<file path="src/rtl/snb_pkg.sv">
package snb_pkg;
  typedef enum logic [2:0] {
    S_IDLE = 3'd0,
    S_HOLD = 3'd1,
    S_TURN = 3'd2,
    S_STRB = 3'd3,
    S_WAITH = 3'd4,
    S_BOFF = 3'd5,
    S_BREL = 3'd6,
    S_WBWT = 3'd7
  } snb_state_e;
endpackage

</file>
<file path="src/rtl/snb_burst_trk.sv">
// Follows processor bursts: open on address strobe, closed on the last ready
// beat or by back-off.
module snb_burst_trk (
  input  logic clk,
  input  logic rst_n,
  input  logic ads_n,
  input  logic brdy_n,
  input  logic blast_n,
  input  logic boff_n,
  output logic live,
  output logic closing
);
  logic open_q, open_d;

  assign closing = !brdy_n && !blast_n;
  assign live    = open_q && !closing;

  always_comb begin
    open_d = open_q;
    if (!boff_n)     open_d = 1'b0;
    else if (!ads_n) open_d = 1'b1;
    else if (closing) open_d = 1'b0;
  end

  always_ff @(posedge clk or negedge rst_n) begin
    if (!rst_n) open_q <= 1'b0;
    else        open_q <= open_d;
  end
endmodule

</file>
<file path="src/rtl/snb_seq.sv">
// Next-state logic of the snoop sequence.
module snb_seq
  import snb_pkg::*;
(
  input  snb_state_e state_q,
  input  logic       go,
  input  logic       hitm_n,
  input  logic       live,
  input  logic       closing,
  output snb_state_e state_d,
  output logic       cap_en,
  output logic       done_d,
  output logic       hit_d
);
  always_comb begin
    state_d = state_q;
    cap_en  = 1'b0;
    done_d  = 1'b0;
    hit_d   = 1'b0;
    case (state_q)
      S_IDLE: if (go) begin
        state_d = S_HOLD;
        cap_en  = 1'b1;
      end
      S_HOLD:  state_d = S_TURN;
      S_TURN:  state_d = S_STRB;
      S_STRB:  state_d = S_WAITH;
      S_WAITH: begin
        if (hitm_n) begin
          state_d = S_IDLE;
          done_d  = 1'b1;
        end else if (live) begin
          state_d = S_BOFF;
        end else begin
          state_d = S_WBWT;
        end
      end
      S_BOFF:  state_d = S_BREL;
      S_BREL:  state_d = S_WBWT;
      S_WBWT: if (closing) begin
        state_d = S_IDLE;
        done_d  = 1'b1;
        hit_d   = 1'b1;
      end
      default: state_d = S_IDLE;
    endcase
  end
endmodule

</file>
<file path="src/rtl/snb_pinreg.sv">
// Registered pin drivers decoded from the next state.
module snb_pinreg
  import snb_pkg::*;
(
  input  logic       clk,
  input  logic       rst_n,
  input  snb_state_e state_d,
  input  logic       done_d,
  input  logic       hit_d,
  output logic       ahold,
  output logic       eads_n,
  output logic       inv,
  output logic       boff_n,
  output logic       addr_oe,
  output logic       done,
  output logic       hit
);
  logic ahold_d, strb_d, boff_d;

  always_comb begin
    strb_d  = (state_d == S_STRB);
    boff_d  = (state_d == S_BOFF);
    ahold_d = (state_d != S_IDLE) && (state_d != S_WBWT);
  end

  always_ff @(posedge clk or negedge rst_n) begin
    if (!rst_n) begin
      ahold   <= 1'b0;
      eads_n  <= 1'b1;
      inv     <= 1'b0;
      boff_n  <= 1'b1;
      addr_oe <= 1'b0;
      done    <= 1'b0;
    end else begin
      ahold   <= ahold_d;
      eads_n  <= !strb_d;
      inv     <= strb_d;
      boff_n  <= !boff_d;
      addr_oe <= strb_d;
      done    <= done_d;
    end
  end

  always_ff @(posedge clk or negedge rst_n) begin
    if (!rst_n)      hit <= 1'b0;
    else if (done_d) hit <= hit_d;
  end
endmodule

</file>
<file path="src/rtl/snoop_boff_ctl.sv">
module snoop_boff_ctl
  import snb_pkg::*;
#(
  parameter int ADDR_W = 32,
  parameter int SYNC_STAGES = 2
) (
  input  logic              clk,
  input  logic              rst_n,
  input  logic              snp_go,
  input  logic [ADDR_W-1:0] snp_addr_in,
  output logic              snp_done,
  output logic              snp_hit,
  input  logic              ads_n,
  input  logic              brdy_n,
  input  logic              blast_n,
  input  logic              hitm_n,
  output logic              ahold,
  output logic              eads_n,
  output logic              inv,
  output logic              boff_n,
  output logic [ADDR_W-1:0] snp_addr_out,
  output logic              snp_addr_oe
);
  localparam int SYNC_MSB = SYNC_STAGES - 1;

  logic [SYNC_MSB:0] rst_pipe;
  logic              rst_s;
  always_ff @(posedge clk or negedge rst_n) begin
    if (!rst_n) rst_pipe <= '0;
    else        rst_pipe <= {rst_pipe[SYNC_MSB-1:0], 1'b1};
  end
  assign rst_s = rst_pipe[SYNC_MSB];

  snb_state_e state_q, state_d;
  logic live, closing, cap_en, done_d, hit_d;

  always_ff @(posedge clk or negedge rst_s) begin
    if (!rst_s) state_q <= S_IDLE;
    else        state_q <= state_d;
  end

  always_ff @(posedge clk or negedge rst_s) begin
    if (!rst_s)      snp_addr_out <= '0;
    else if (cap_en) snp_addr_out <= snp_addr_in;
  end

  snb_burst_trk u_trk (
    .clk(clk), .rst_n(rst_s), .ads_n(ads_n), .brdy_n(brdy_n),
    .blast_n(blast_n), .boff_n(boff_n), .live(live), .closing(closing)
  );

  snb_seq u_seq (
    .state_q(state_q), .go(snp_go), .hitm_n(hitm_n), .live(live),
    .closing(closing), .state_d(state_d), .cap_en(cap_en),
    .done_d(done_d), .hit_d(hit_d)
  );

  snb_pinreg u_pins (
    .clk(clk), .rst_n(rst_s), .state_d(state_d), .done_d(done_d),
    .hit_d(hit_d), .ahold(ahold), .eads_n(eads_n), .inv(inv),
    .boff_n(boff_n), .addr_oe(snp_addr_oe), .done(snp_done), .hit(snp_hit)
  );
endmodule

</file>
<file path="config.mk">
export PLATFORM = sky130hd
export DESIGN_NAME = snoop_boff_ctl
export DESIGN_NICKNAME = d
export VERILOG_FILES = /design/src/rtl/snb_pkg.sv /design/src/rtl/snb_burst_trk.sv /design/src/rtl/snb_seq.sv /design/src/rtl/snb_pinreg.sv /design/src/rtl/snoop_boff_ctl.sv
export SDC_FILE = /design/constraint.sdc
export NUM_CORES = 1
export LEC_CHECK = 0
export ABC_CLOCK_PERIOD_IN_PS = 3600
export BUFFER_PORTS_ARGS = -buffer_cell sky130_fd_sc_hd__buf_2
export CORE_MARGIN = 5
export CORE_UTILIZATION = 45
export CTS_CLUSTER_SIZE = 30
export DETAILED_ROUTE_END_ITERATION = 10
export PLACE_DENSITY = 0.75
export SKIP_LAST_GASP = 1
export SLEW_MARGIN = 20
export SYNTH_ARGS = -nofsm -noshare
export SYNTH_HDL_FRONTEND = slang
export SYNTH_SLANG_ARGS = --single-unit
</file>
<file path="constraint.sdc">
create_clock -name clk -period 3.6 [get_ports clk]
set_input_delay 0.36 -clock clk [delete_from_list [all_inputs] [get_ports clk]]
set_output_delay 0.36 -clock clk [all_outputs]
set_load 0.02 [all_outputs]
</file>
* Word level (Yosys, flattened, before mapping) *
Cells that the tools add are included.

operators by class
  bitwise operators = 0
  order comparisons = 0
  mux-type cells = 14
  shift operators = 0
  $mul = 0
  divide/modulo/power cells = 0
  equality and inequality tests = 11
  reductions and logical operators = 10
  add/sub/neg operators = 0

operators by type and width
  kind                                                  count
  one-hot mux 3 bit (8 select lines)                    1
  equality test 3 bit (second input constant)           5
  equality test 3 x 2 -> 1 bit (second input constant)  3
  2-to-1 mux 3 bit                                      3
  2-to-1 mux 1 bit                                      8
  zero test 1 bit                                       5
  equality test 3 x 1 -> 1 bit (second input constant)  1
  logical AND 1 bit                                     3
  zero test 3 bit                                       1
  != test 3 x 2 -> 1 bit (second input constant)        1
  != test 3 bit (second input constant)                 1
  nonzero test 3 bit                                    1
  2-to-1 mux 2 bit                                      1
  one-hot mux 1 bit (2 select lines)                    1

storage, ports and cells
  bits in read-only memories = 0
  output and inout bits = 39
  memories = 0
  bits in registers = 44
  bits in latches = 0
  word-level logic and storage cells = 45
  memory bits (writable) = 0
  input port bits = 39

* Longest topological paths before layout *
  depth after elaboration = 9
  mapped depth = 4
  gate-level depth less buffers = 3

* Hierarchy *
From an unflattened synthesis, not the netlist that was laid out.

unflattened totals
  cells, all modules = 113
  area, all modules = 1861.8 um2

modules (own cells, without submodules)
  module          area an instance (um2)  times used  sequential area each (um2)  cells each
  snoop_boff_ctl  1473.9                  1           925.9                       74
  snb_pinreg      207.7                   1           152.6                       15
  snb_seq         132.6                   1           0.0                         19
  snb_burst_trk   47.5                    1           25.0                        5

* Worst setup path after synthesis *
No wires, ideal clock.

  kind = register to register
  from = register state_q[1]
  to = register snp_addr_out[10]
  path buffers = 1
  stages on the path, launching flop included = 4
  slack = 2.053 ns
  arrival = 1.421 ns
  library setup time = 0.125 ns
  clock period less this slack = 1.547 ns
  data required time = 3.475 ns
  cells stage by stage = dfrtp_1 -> nor4b_4 -> buf_6 -> mux2_4

between the ends
  word-level cells in the longest chain between the ends = 2

RTL lines
  item                      line                  RTL
  start: declaration        snoop_boff_ctl.sv:34  snb_state_e state_q, state_d;
  start signal: assignment  snoop_boff_ctl.sv:39  else state_q <= state_d;
  zero test 3 bit           snb_seq.sv:20         case (state_q)
  2-to-1 mux 1 bit          snb_seq.sv:20
  end signal: assignment    snoop_boff_ctl.sv:44  else if (cap_en) snp_addr_out <= snp_addr_in;
  end: declaration          snoop_boff_ctl.sv:21  output logic [ADDR_W-1:0] snp_addr_out,

Every way passes these cells.
A chain may end at the register's enable or synchronous reset.

* Worst setup path after layout *
  from = register state_q[1]
  to = register snp_addr_out[0]

The elaborated chain is that of the path after synthesis.

==> flow_metrics.env <==
export IMPL_outcome="completed"
export IMPL_ant_nets=0
export IMPL_drv_slew=0
export IMPL_place_congestion=0.8470
export IMPL_fin_util=0.6035
export IMPL_yosys_top_cells_count="dfrtp_1, mux2_4, o21ai_0"
export IMPL_dpl_hpwl_um=2700
export IMPL_period_needed_ns=1.823
export IMPL_area_growth_pct=28.67
export IMPL_min_to="u_trk.open_q$_DFFE_PN0P_"
export IMPL_leakagePower_uw=0.001241
export IMPL_synth_edf_count=0
export IMPL_clock_sinks=44
export IMPL_r2r_start="state_q[1]$_DFF_PN0_"
export IMPL_grt_setup_unrepaired="false"
export IMPL_setup_tns_ns=0
export IMPL_grt_max_degree=43
export IMPL_synth_most_common_cell="dfrtp_1"
export IMPL_fin_hold_ws_ns=0.2517
export IMPL_yosysTopAreaCellShare=0.5523
export IMPL_cp_start_kind="flip-flop"
export IMPL_grt_pass1_vias=1195
export IMPL_antenna_found_initial=0
export IMPL_rrSetupSlack_ns=1.78
export IMPL_dieArea_sq_um=5630
export IMPL_routedWlPerCell_um=14.90
export IMPL_die_w_um=75.03
export IMPL_cts_tree="done"
export IMPL_cp_end_kind="flip-flop"
export IMPL_hp_class="in2reg"
export IMPL_worstPathArrival_ns=2.00
export IMPL_seq_area_frac_synth=0.5799
export IMPL_yosys_warnings=0
export IMPL_initial_core_util=0.4690
export IMPL_grtUsageTotal=0.1360
export IMPL_synth_seq_cells=44
export IMPL_wirelength_um=3769
export IMPL_cts_buffer_depth=2
export IMPL_post_cts_setup_buffer_count=0
export IMPL_synthesis_instances=122
export IMPL_drive_gt1_frac=0.6108
export IMPL_grt_pass1_wl_um=5782
export IMPL_place_port_buffers=77
export IMPL_relSlewSlack=0.4044
export IMPL_fmax_mhz=548.7
export IMPL_synth_top_area_cell="dfrtp_1"
export IMPL_hold_violations=0
export IMPL_first_pass_iters=4
export IMPL_overflow=0
export IMPL_avgSynthCellArea_sq_um=15.60
export IMPL_synth_fp_nets=161
export IMPL_switching_power_uw=780.6
export IMPL_holdPathStages=2
export IMPL_ir_drop_mv=0.3892
export IMPL_crit_required_ns=3.78
export IMPL_hold_buffers=1
export IMPL_reg2reg_depth=3
export IMPL_synth_area_sq_um=1903
export IMPL_power_frac_seq=0.392
export IMPL_finalCritPeriodShare=0.5063
export IMPL_worstPathMaxFanout=23
export IMPL_synth_async_reset_ratio=1.000
export IMPL_setup_violations=0
export IMPL_power_frac_comb=0.411
export IMPL_cts_buffers=5
export IMPL_std_cell_rows=23
export IMPL_core_area_sq_um=4058
export IMPL_io_pins=78
export IMPL_worstSetupPathType="reg2reg"
export IMPL_p_per_area_nw_per_um2=907.0
export IMPL_hold_start="ads_n"
export IMPL_reg2reg_to="snp_addr_out[0]$_DFFE_PN0P_"
export IMPL_n_antenna_cell=0
export IMPL_fill_cells=315
export IMPL_fp_dieH_um=75.03
export IMPL_ys_flop_type="dfrtp_1"
export IMPL_tightest_slew_ns=0.8934
export IMPL_htreeDepth=2
export IMPL_fin_skew_ns=0.01214
export IMPL_via_count=1212
export IMPL_cts_root_buf="clkbuf_8"
export IMPL_ys_types=28
export IMPL_avgViaCountPerCell=4.791
export IMPL_cts_repair_resized=0
export IMPL_clk_pin_slew_worst_paths_ns=0.08
export IMPL_p_int_uw=1440
export IMPL_clock_latency_ns=0.29
export IMPL_drc=0
export IMPL_switching_share=0.3515
export IMPL_netlist_top_cells_area="dfrtp_1, mux2_4, dfstp_2"
export IMPL_maxCapViolCount=0
export IMPL_fin_nets=241
export IMPL_pwr_share_clk=0.197
export IMPL_drt_iter0_drc=26
-- power groups by stage --
stage / sequential [uW] / clock (uW) / combinational, uW
after floorplan: 1090 / 0 / 436
after global placement: 875 / 0 / 907
after detailed placement: 878 / 0 / 919
after CTS: 872 / 448 / 925
after global routing: 907 / 464 / 975
final: 870 / 437 / 913
-- per-stage QoR --
stage,cell area [sq um],setup slack (ns),total power (uW),instances
CTS,2449,1.781,2244,253
floorplan,1903,2.054,1522,122
global placement,2306,1.831,1781,244
detailed placement,2306,1.782,1797,244
finish,2449,1.777,2221,253
global route,2449,1.694,2346,253
-- logic make-up after synthesis --
kind of cell / count (synthesis) / synth area share
flip-flops: 44 / 0.5799
other: 1 / 0.001970
AND/OR/NAND/NOR: 17 / 0.06574
XOR/XNOR: 1 / 0.004603
multiplexers: 32 / 0.2485
AO/OA/AOI/OAI: 17 / 0.06114
buffers and inverters: 10 / 0.03813
-- how the worst max path moves through the flow --
stage / slack (ns) / endpoint / cells after the start / startpoint
after CTS: 1.78 / snp_addr_out[0]$_DFFE_PN0P_ / 3 / state_q[1]$_DFF_PN0_
after floorplan: 2.05 / snp_addr_out[10]$_DFFE_PN0P_ / 3 / state_q[1]$_DFF_PN0_
after detailed placement: 1.78 / snp_addr_out[0]$_DFFE_PN0P_ / 3 / state_q[1]$_DFF_PN0_
after global routing: 1.69 / snp_addr_out[0]$_DFFE_PN0P_ / 3 / state_q[1]$_DFF_PN0_
final: 1.78 / snp_addr_out[0]$_DFFE_PN0P_ / 3 / state_q[1]$_DFF_PN0_
after global placement: 1.83 / snp_addr_out[0]$_DFFE_PN0P_ / 3 / state_q[1]$_DFF_PN0_
-- sequential cells by signal (all words and copies together), names as in the netlist --
signal and count:
rst_pipe 2, snp_addr_out 32, state_q 3, u_pins.ahold 1
u_pins.boff_n 1, u_pins.done 1, u_pins.eads_n 1, u_pins.hit 1
u_pins.inv 1, u_trk.open_q 1
-- cell type report --
type | count | area, sq um | share of cell area
clock buffer | 6 | 72.57 | 0.02964
clock inverter | 2 | 60.06 | 0.02453
inverter | 3 | 11.26 | 0.004599
multi-input combinational | 68 | 726.9 | 0.2969
sequential | 44 | 1105 | 0.4512
tap | 50 | 62.56 | 0.02555
timing repair buffer | 80 | 410.4 | 0.1676
-- worst max-delay path, stage by stage (launching register included) --
cell and delay (ns):
dfrtp_1 0.56, nor4b_4 0.36, buf_4 0.41, mux2_2 0.38
-- layout by cell type, fill, tap and decap left out, drive strengths merged, types with 3 or more instances in the layout --
| cell | Yosys | final |
|---|---|---|
| o21ai | 5 | 5 |
| nand2 | 4 | 4 |
| inv | 3 | 3 |
| mux2 | 32 | 32 |
| a21o | 3 | 3 |
| dfrtp | 42 | 42 |
| nor2 | 3 | 3 |
| clkbuf | 1 | 6 |
| buf | 6 | 79 |
| a21oi | 3 | 3 |
-- metal layers --
layer,part of all wire,global-route usage,wire length [um],up-vias
met5,0,0,0,-
met2,0.44,0.2002,1671,45
met1,0.46,0.1891,1717,582
li1,-,-,-,578
met4,0.019,0.05929,72,0
met3,0.082,0.03605,308,7
(Power assumes the default switching activity.)
